$ cat src/rtl/ptw3_pkg.sv
package ptw3_pkg;
  typedef enum logic [2:0] {
    ST_IDLE  = 3'd0,
    ST_RD1   = 3'd1,
    ST_RD2   = 3'd2,
    ST_RD3   = 3'd3,
    ST_DONE  = 3'd4,
    ST_FAULT = 3'd5
  } walk_state_e;

  localparam int PTE_VALID_BIT = 0;
  localparam int PTE_LEAF_BIT  = 1;
  localparam int ENT_SIZE_LG2  = 3;
endpackage

$ cat src/rtl/ptw3_rst_sync.sv
module ptw3_rst_sync (
  input  logic clk,
  input  logic rst_n,
  output logic rst_sync_n
);
  logic [1:0] sync_q;

  always_ff @(posedge clk or negedge rst_n) begin
    if (!rst_n) sync_q <= 2'b00;
    else        sync_q <= {sync_q[0], 1'b1};
  end

  assign rst_sync_n = sync_q[1];
endmodule

$ cat src/rtl/ptw3_index_sel.sv
module ptw3_index_sel
  import ptw3_pkg::*;
#(
  parameter int L1_W  = 11,
  parameter int L2_W  = 11,
  parameter int L3_W  = 10,
  parameter int OFF_W = 12,
  parameter int VA_W  = L1_W + L2_W + L3_W + OFF_W,
  parameter int IDX_W = 11
) (
  input  walk_state_e      state_i,
  input  logic [VA_W-1:0]  va_i,
  output logic [IDX_W-1:0] idx_o
);
  localparam int L2_LO = OFF_W + L3_W;
  localparam int L1_LO = L2_LO + L2_W;

  always_comb begin
    unique case (state_i)
      ST_RD1:  idx_o = IDX_W'(va_i[L1_LO +: L1_W]);
      ST_RD2:  idx_o = IDX_W'(va_i[L2_LO +: L2_W]);
      ST_RD3:  idx_o = IDX_W'(va_i[OFF_W +: L3_W]);
      default: idx_o = '0;
    endcase
  end
endmodule

$ cat src/rtl/ptw3_entry_addr.sv
module ptw3_entry_addr
  import ptw3_pkg::*;
#(
  parameter int PA_W  = 40,
  parameter int IDX_W = 11
) (
  input  logic [PA_W-1:0]  base_i,
  input  logic [IDX_W-1:0] idx_i,
  output logic [PA_W-1:0]  addr_o
);
  assign addr_o = base_i + (PA_W'(idx_i) << ENT_SIZE_LG2);
endmodule

$ cat src/rtl/ptw3_pte_eval.sv
module ptw3_pte_eval
  import ptw3_pkg::*;
#(
  parameter int PA_W   = 40,
  parameter int PTE_W  = 64,
  parameter int VA_W   = 44,
  parameter int OFF_W  = 12,
  parameter int LG_OFF = 22
) (
  input  walk_state_e      state_i,
  input  logic [PTE_W-1:0] pte_i,
  input  logic [VA_W-1:0]  va_i,
  output logic             fault_o,
  output logic             done_o,
  output logic             large_o,
  output logic [PA_W-1:0]  next_base_o,
  output logic [PA_W-1:0]  pa_o
);
  logic            pte_v;
  logic            pte_leaf;
  logic [PA_W-1:0] pa_small;
  logic [PA_W-1:0] pa_large;

  assign pte_v       = pte_i[PTE_VALID_BIT];
  assign pte_leaf    = pte_i[PTE_LEAF_BIT];
  assign next_base_o = {pte_i[PA_W-1:OFF_W], {OFF_W{1'b0}}};
  assign pa_small    = {pte_i[PA_W-1:OFF_W], va_i[OFF_W-1:0]};
  assign pa_large    = {pte_i[PA_W-1:LG_OFF], va_i[LG_OFF-1:0]};

  always_comb begin
    fault_o = 1'b0;
    done_o  = 1'b0;
    large_o = 1'b0;
    pa_o    = pa_small;
    unique case (state_i)
      ST_RD1: begin
        fault_o = !pte_v || pte_leaf;
      end
      ST_RD2: begin
        fault_o = !pte_v;
        if (pte_v && pte_leaf) begin
          done_o  = 1'b1;
          large_o = 1'b1;
          pa_o    = pa_large;
        end
      end
      ST_RD3: begin
        fault_o = !pte_v;
        done_o  = pte_v;
      end
      default: ;
    endcase
  end
endmodule

$ cat src/rtl/ptw3_ctrl.sv
module ptw3_ctrl
  import ptw3_pkg::*;
#(
  parameter int PA_W = 40,
  parameter int VA_W = 44
) (
  input  logic            clk,
  input  logic            rst_n,
  input  logic [PA_W-1:0] root_i,
  input  logic            miss_valid_i,
  input  logic [VA_W-1:0] miss_va_i,
  input  logic            req_ready_i,
  input  logic            rsp_valid_i,
  input  logic            ev_fault_i,
  input  logic            ev_done_i,
  input  logic            ev_large_i,
  input  logic [PA_W-1:0] ev_next_base_i,
  input  logic [PA_W-1:0] ev_pa_i,
  output walk_state_e     state_o,
  output logic [VA_W-1:0] va_o,
  output logic [PA_W-1:0] base_o,
  output logic            req_valid_o,
  output logic            miss_ready_o,
  output logic            fill_valid_o,
  output logic            fill_fault_o,
  output logic            fill_large_o,
  output logic [1:0]      fill_level_o,
  output logic [PA_W-1:0] fill_pa_o
);
  walk_state_e     state_q, state_d;
  logic [VA_W-1:0] va_q;
  logic [PA_W-1:0] base_q, base_d;
  logic            sent_q, sent_d;
  logic [PA_W-1:0] pa_q;
  logic            large_q, fault_q;
  logic [1:0]      level_q, cur_level;
  logic            in_read, accept, req_fire, rsp_take;
  logic            va_en, base_en, res_en;

  assign in_read  = (state_q == ST_RD1) || (state_q == ST_RD2) || (state_q == ST_RD3);
  assign accept   = (state_q == ST_IDLE) && miss_valid_i;
  assign req_fire = in_read && !sent_q && req_ready_i;
  assign rsp_take = in_read && sent_q && rsp_valid_i;

  always_comb begin
    unique case (state_q)
      ST_RD1:  cur_level = 2'd1;
      ST_RD2:  cur_level = 2'd2;
      ST_RD3:  cur_level = 2'd3;
      default: cur_level = 2'd0;
    endcase
  end

  always_comb begin
    state_d = state_q;
    sent_d  = sent_q;
    base_d  = base_q;
    unique case (state_q)
      ST_IDLE: begin
        if (accept) begin
          state_d = ST_RD1;
          sent_d  = 1'b0;
          base_d  = root_i;
        end
      end
      ST_RD1, ST_RD2, ST_RD3: begin
        if (req_fire) sent_d = 1'b1;
        if (rsp_take) begin
          sent_d = 1'b0;
          if (ev_fault_i)     state_d = ST_FAULT;
          else if (ev_done_i) state_d = ST_DONE;
          else begin
            base_d  = ev_next_base_i;
            state_d = (state_q == ST_RD1) ? ST_RD2 : ST_RD3;
          end
        end
      end
      default: state_d = ST_IDLE;
    endcase
  end

  assign va_en   = accept;
  assign base_en = accept || rsp_take;
  assign res_en  = rsp_take;

  always_ff @(posedge clk or negedge rst_n) begin
    if (!rst_n) begin
      state_q <= ST_IDLE;
      sent_q  <= 1'b0;
    end else begin
      state_q <= state_d;
      sent_q  <= sent_d;
    end
  end

  always_ff @(posedge clk or negedge rst_n) begin
    if (!rst_n)     va_q <= '0;
    else if (va_en) va_q <= miss_va_i;
  end

  always_ff @(posedge clk or negedge rst_n) begin
    if (!rst_n)       base_q <= '0;
    else if (base_en) base_q <= base_d;
  end

  always_ff @(posedge clk or negedge rst_n) begin
    if (!rst_n) begin
      pa_q    <= '0;
      large_q <= 1'b0;
      fault_q <= 1'b0;
      level_q <= 2'd0;
    end else if (res_en) begin
      pa_q    <= ev_pa_i;
      large_q <= ev_large_i && !ev_fault_i;
      fault_q <= ev_fault_i;
      level_q <= cur_level;
    end
  end

  assign state_o      = state_q;
  assign va_o         = va_q;
  assign base_o       = base_q;
  assign req_valid_o  = in_read && !sent_q;
  assign miss_ready_o = (state_q == ST_IDLE);
  assign fill_valid_o = (state_q == ST_DONE) || (state_q == ST_FAULT);
  assign fill_fault_o = fault_q;
  assign fill_large_o = large_q;
  assign fill_level_o = level_q;
  assign fill_pa_o    = pa_q;
endmodule

$ cat src/rtl/ptw3_walker.sv
module ptw3_walker
  import ptw3_pkg::*;
#(
  parameter int PA_W  = 40,
  parameter int PTE_W = 64,
  parameter int L1_W  = 11,
  parameter int L2_W  = 11,
  parameter int L3_W  = 10,
  parameter int OFF_W = 12,
  parameter int VA_W  = L1_W + L2_W + L3_W + OFF_W
) (
  input  logic             clk,
  input  logic             rst_n,
  input  logic [PA_W-1:0]  pt_root_i,
  input  logic             miss_valid_i,
  input  logic [VA_W-1:0]  miss_va_i,
  output logic             miss_ready_o,
  output logic             fill_valid_o,
  output logic             fill_fault_o,
  output logic             fill_large_o,
  output logic [1:0]       fill_level_o,
  output logic [PA_W-1:0]  fill_pa_o,
  output logic             mem_req_valid_o,
  input  logic             mem_req_ready_i,
  output logic [PA_W-1:0]  mem_req_addr_o,
  input  logic             mem_rsp_valid_i,
  input  logic [PTE_W-1:0] mem_rsp_data_i
);
  localparam int LG_OFF = OFF_W + L3_W;
  localparam int IDX_W  = (L1_W > L2_W) ? ((L1_W > L3_W) ? L1_W : L3_W)
                                        : ((L2_W > L3_W) ? L2_W : L3_W);

  logic            rst_int_n;
  walk_state_e     state;
  logic [VA_W-1:0] va_cur;
  logic [PA_W-1:0] base_cur;
  logic [IDX_W-1:0] idx;
  logic            ev_fault, ev_done, ev_large;
  logic [PA_W-1:0] ev_next_base, ev_pa;

  ptw3_rst_sync rst_i (
    .clk        (clk),
    .rst_n      (rst_n),
    .rst_sync_n (rst_int_n)
  );

  ptw3_index_sel #(
    .L1_W(L1_W), .L2_W(L2_W), .L3_W(L3_W), .OFF_W(OFF_W), .VA_W(VA_W), .IDX_W(IDX_W)
  ) idx_i (
    .state_i (state),
    .va_i    (va_cur),
    .idx_o   (idx)
  );

  ptw3_entry_addr #(.PA_W(PA_W), .IDX_W(IDX_W)) addr_i (
    .base_i (base_cur),
    .idx_i  (idx),
    .addr_o (mem_req_addr_o)
  );

  ptw3_pte_eval #(
    .PA_W(PA_W), .PTE_W(PTE_W), .VA_W(VA_W), .OFF_W(OFF_W), .LG_OFF(LG_OFF)
  ) eval_i (
    .state_i     (state),
    .pte_i       (mem_rsp_data_i),
    .va_i        (va_cur),
    .fault_o     (ev_fault),
    .done_o      (ev_done),
    .large_o     (ev_large),
    .next_base_o (ev_next_base),
    .pa_o        (ev_pa)
  );

  ptw3_ctrl #(.PA_W(PA_W), .VA_W(VA_W)) ctrl_i (
    .clk            (clk),
    .rst_n          (rst_int_n),
    .root_i         (pt_root_i),
    .miss_valid_i   (miss_valid_i),
    .miss_va_i      (miss_va_i),
    .req_ready_i    (mem_req_ready_i),
    .rsp_valid_i    (mem_rsp_valid_i),
    .ev_fault_i     (ev_fault),
    .ev_done_i      (ev_done),
    .ev_large_i     (ev_large),
    .ev_next_base_i (ev_next_base),
    .ev_pa_i        (ev_pa),
    .state_o        (state),
    .va_o           (va_cur),
    .base_o         (base_cur),
    .req_valid_o    (mem_req_valid_o),
    .miss_ready_o   (miss_ready_o),
    .fill_valid_o   (fill_valid_o),
    .fill_fault_o   (fill_fault_o),
    .fill_large_o   (fill_large_o),
    .fill_level_o   (fill_level_o),
    .fill_pa_o      (fill_pa_o)
  );
endmodule

$ cat config.mk
export PLATFORM = sky130hd
export DESIGN_NAME = ptw3_walker
export DESIGN_NICKNAME = d
export VERILOG_FILES = /design/src/rtl/ptw3_pkg.sv /design/src/rtl/ptw3_rst_sync.sv /design/src/rtl/ptw3_index_sel.sv /design/src/rtl/ptw3_entry_addr.sv /design/src/rtl/ptw3_pte_eval.sv /design/src/rtl/ptw3_ctrl.sv /design/src/rtl/ptw3_walker.sv
export SDC_FILE = /design/constraint.sdc
export NUM_CORES = 1
export LEC_CHECK = 0
export ABC_AREA = 0
export BUFFER_PORTS_ARGS = -buffer_cell sky130_fd_sc_hd__buf_2
export CAP_MARGIN = 25
export CORE_ASPECT_RATIO = 0.75
export CORE_MARGIN = 3
export CORE_UTILIZATION = 50
export DETAILED_ROUTE_END_ITERATION = 8
export PLACE_DENSITY = 0.8
export SETUP_SLACK_MARGIN = 0.05
export SLEW_MARGIN = 20
export SYNTH_ARGS = -nofsm -noshare
export SYNTH_HDL_FRONTEND = slang
export SYNTH_SLANG_ARGS = --single-unit
$ cat constraint.sdc
create_clock -name clk -period 5.3 [get_ports clk]
set_clock_uncertainty 0.05 [all_clocks]
set_input_delay 0.53 -clock clk [delete_from_list [all_inputs] [get_ports clk]]
set_output_delay 0.53 -clock clk [all_outputs]
set_load 0.01 [all_outputs]
==> impl_metrics.tcl <==
set metrics [dict create \
    status "finished, final reports clean" \
    ys_top_cells_by_count "134 x dfrtp_1, 86 x mux2_2, 69 x nand2_1" \
    cp-end-kind "primary output" \
    min_period_ps 4670 \
    wire_per_inst_um 18.0 \
    synth.avg_cell_area_um2 11.1 \
    die-area_um2 14800 \
    ctsResizeCount 0 \
    critical-path-top-delay-family "compound AO/OA/AOI/OAI gates" \
    slew_violations 0 \
    synthToLayoutAreaGrowth_pct 26.2 \
    grt_usage 0.241 \
    async_flop_share 1.00 \
    crit_chain "nor2b_1 > a22oi_1 > nor2_1 > ha_1 > a211oi_1 > nor2_1 > o31a_1 > a221oi_4 > nor3_1 > xor2_1 > buf_2" \
    ant_nets 0 \
    required_ps 4720 \
    die_width_um 140 \
    io_pins 240 \
    cp.depth 11 \
    power_mw 5.59 \
    critPathKind "flip-flop to primary output" \
    start_kind "flip-flop" \
    port_buffers 205 \
    crit_top_cell "nor2_1" \
    cts-htree-levels 4 \
    overflow 0 \
    cts_tree "done" \
    max-vdd-ir-drop_uv 454 \
    syn-instance-count 603 \
    drc 0 \
    grt_pass1_wl_um 28400 \
    clk_path_buf_depth 2 \
    fmax_mhz 214 \
    ctsHoldBuffers 1 \
    antenna_found_initial 0 \
    preCtsSetupSlack_ps 1150 \
    synthTopCellsByArea "dfrtp_1 50%, mux2_2 14%, mux2i_1 5.7%" \
    synth_edf_count 0 \
    yosys.area.top_type "dfrtp_1" \
    crit_arrival_ps 4090 \
    rr_endpoint "ctrl_i.base_o[35]$_DFFE_PN0P_" \
    yosysSeqAreaShare 0.501 \
    r2r_cells 5 \
    maxCapViolCount 0 \
    fin_ws_ps 632 \
    grt_max_degree 81 \
    first_pass_iters 5 \
    cp_slowest_cell "a221oi_4" \
    core_um2 12700 \
    seqCellArea_um2 3360 \
    p_leak_nw 4.04 \
    relSlewSlack 0.512 \
    postCtsSetupBuffers 0 \
    cp_max_fo 13 \
    syn-cell-area_um2 6700 \
    wirelength_um 17700 \
    viasPerCell 5.45 \
    drive_above_1_share 0.429 \
    hold_viol 0 \
    slowest_delay_ps 660 \
    globalplace.congestion 0.870 \
    synth.most_common_cell "dfrtp_1" \
    multiInputGateArea_um2 3160 \
    fin_setup_tns_ps 0 \
    cts_made_buffers 17 \
    initial_utilization 0.527 \
    timing.reg2reg.setup_slack_ps 2790 \
    syn_nets 768 \
    synth_warnings 0 \
    via_count 5344 \
    synth-main-ff-cell "dfrtp_1" \
    nets 967 \
    finalCritPeriodShare 0.881 \
    dpl.hpwl_um 13000 \
    diodes 0 \
    insertion_delay_ps 410 \
    cp_num_buf_inv 1 \
    hold_path_class "flip-flop to asynchronous set/reset pin" \
    tightest_slew_ps 733 \
    clock_tree.root_cell "clkbuf_16" \
    clk_pin_slew_ps 60 \
    setup_violations 0 \
    ys_types 51 \
    die_height_um 106 \
    ys_ff_latch 134 \
    fill_cells 1024 \
    power_density_nw_per_um2 661 \
    drt_iter0_markers 282 \
    regToRegStartpoint "ctrl_i.state_o[2]$_DFFE_PN0P_" \
    synth_top_area_share 0.501 \
    cts.sinks 134 \
    rows 35 \
    grt_pass1_vias 5579 \
    rsz0062_at_grt "no" \
]
worst max path at each step:
| stage | start | end |
|---|---|---|
| finish | ctrl_i.state_o[1]$_DFFE_PN0P_ | mem_req_addr_o[38] |
| global route | ctrl_i.state_o[1]$_DFFE_PN0P_ | mem_req_addr_o[30] |
| CTS | ctrl_i.state_o[1]$_DFFE_PN0P_ | mem_req_addr_o[38] |
| detailed placement | ctrl_i.state_o[1]$_DFFE_PN0P_ | mem_req_addr_o[38] |
| global placement | ctrl_i.state_o[1]$_DFFE_PN0P_ | mem_req_addr_o[38] |
| floorplan | rst_i.sync_q[1]$_DFF_PN0_ | ctrl_i.base_o[0]$_DFFE_PN0P_ |
routing by layer:
| layer | share of wire | vias to the layer above | global-route usage |
|---|---|---|---|
| met5 | 0 | - | 0 |
| li1 | - | 2507 | - |
| met1 | 0.43 | 2645 | 0.318 |
| met2 | 0.49 | 175 | 0.397 |
| met4 | 0.0089 | 0 | 0.0533 |
| met3 | 0.073 | 17 | 0.0719 |
logic make-up (layout without fill, tap and decap cells):
family                     count (synthesis)  in the layout  synth area share
and+or+nand+nor                          155            155             0.106
buffers and inverters                     42            254            0.0306
DFF                                      134            134             0.501
AOI/OAI and AO/OA                        102            102            0.0940
muxes                                    124            124             0.201
adders and majority gates                 12             12            0.0235
xor gates and xnor gates                  33             33            0.0432
other                                      1              1          0.000560
sequential cells by signal (all words and copies together) (netlist names):
| register | count |
|---|---|
| rst_i.sync_q | 2 |
| ctrl_i.base_o | 40 |
| ctrl_i.fill_pa_o | 40 |
| ctrl_i.fill_fault_o | 1 |
| ctrl_i.sent_q | 1 |
| ctrl_i.fill_level_o | 2 |
| ctrl_i.state_o | 3 |
| ctrl_i.va_o | 44 |
| ctrl_i.fill_large_o | 1 |
report_power, final:
group / switching (mW) / leakage, nW / internal (mW) / total (mW)
Clock: 0.479 / 0.272 / 0.660 / 1.14
Combinational: 1.40 / 2.15 / 1.18 / 2.58
Sequential: 0.355 / 1.61 / 1.51 / 1.87
Total: 2.23 / 4.04 / 3.36 / 5.59
through the flow:
stage           util  cells  hold slack (ps)  area [µm²]
2_1_floorplan      -    603              184        6700
6_report       0.666    981              165        8450
3_5_place_dp   0.618    947              268        7840
4_1_cts        0.663    980              289        8420
5_1_grt        0.666    981              204        8450
3_3_place_gp   0.618    947              271        7840
cell type report:
cell class | count | share of cell area
clock buffers | 18 | 0.0508
multi-input cells | 427 | 0.374
inverters | 6 | 0.00266
repair buffers | 216 | 0.134
clock inverters | 14 | 0.0167
flip-flops and latches | 134 | 0.397
well taps | 166 | 0.0246
placed cells by master, fill, tap and decap left out, types with 2 or more instances in the layout:
cell type / synthesis / final
xor2_1: 13 / 13
a21o_1: 3 / 3
dfrtp_1: 134 / 133
a21oi_1: 20 / 20
nor3_1: 6 / 6
clkinvlp_4: 0 / 3
clkinv_4: 0 / 2
buf_4: 3 / 9
ha_1: 11 / 11
mux2_2: 86 / 86
o21ai_1: 4 / 4
o21ai_0: 44 / 44
nand4_1: 9 / 9
inv_6: 0 / 5
buf_2: 21 / 205
nor3b_1: 2 / 2
a22oi_1: 12 / 12
clkbuf_16: 0 / 17
inv_8: 0 / 2
a211oi_1: 3 / 3
or3_1: 2 / 2
nor2b_1: 2 / 2
o21a_1: 2 / 2
nor3_2: 2 / 2
nand2b_1: 3 / 3
nor2_1: 40 / 40
nand3_1: 9 / 9
nand2_1: 69 / 69
inv_1: 6 / 6
xnor2_1: 20 / 20
o21bai_1: 4 / 3
mux2i_1: 38 / 38
and3_1: 3 / 3
Power figures use the tool's default switching activity.
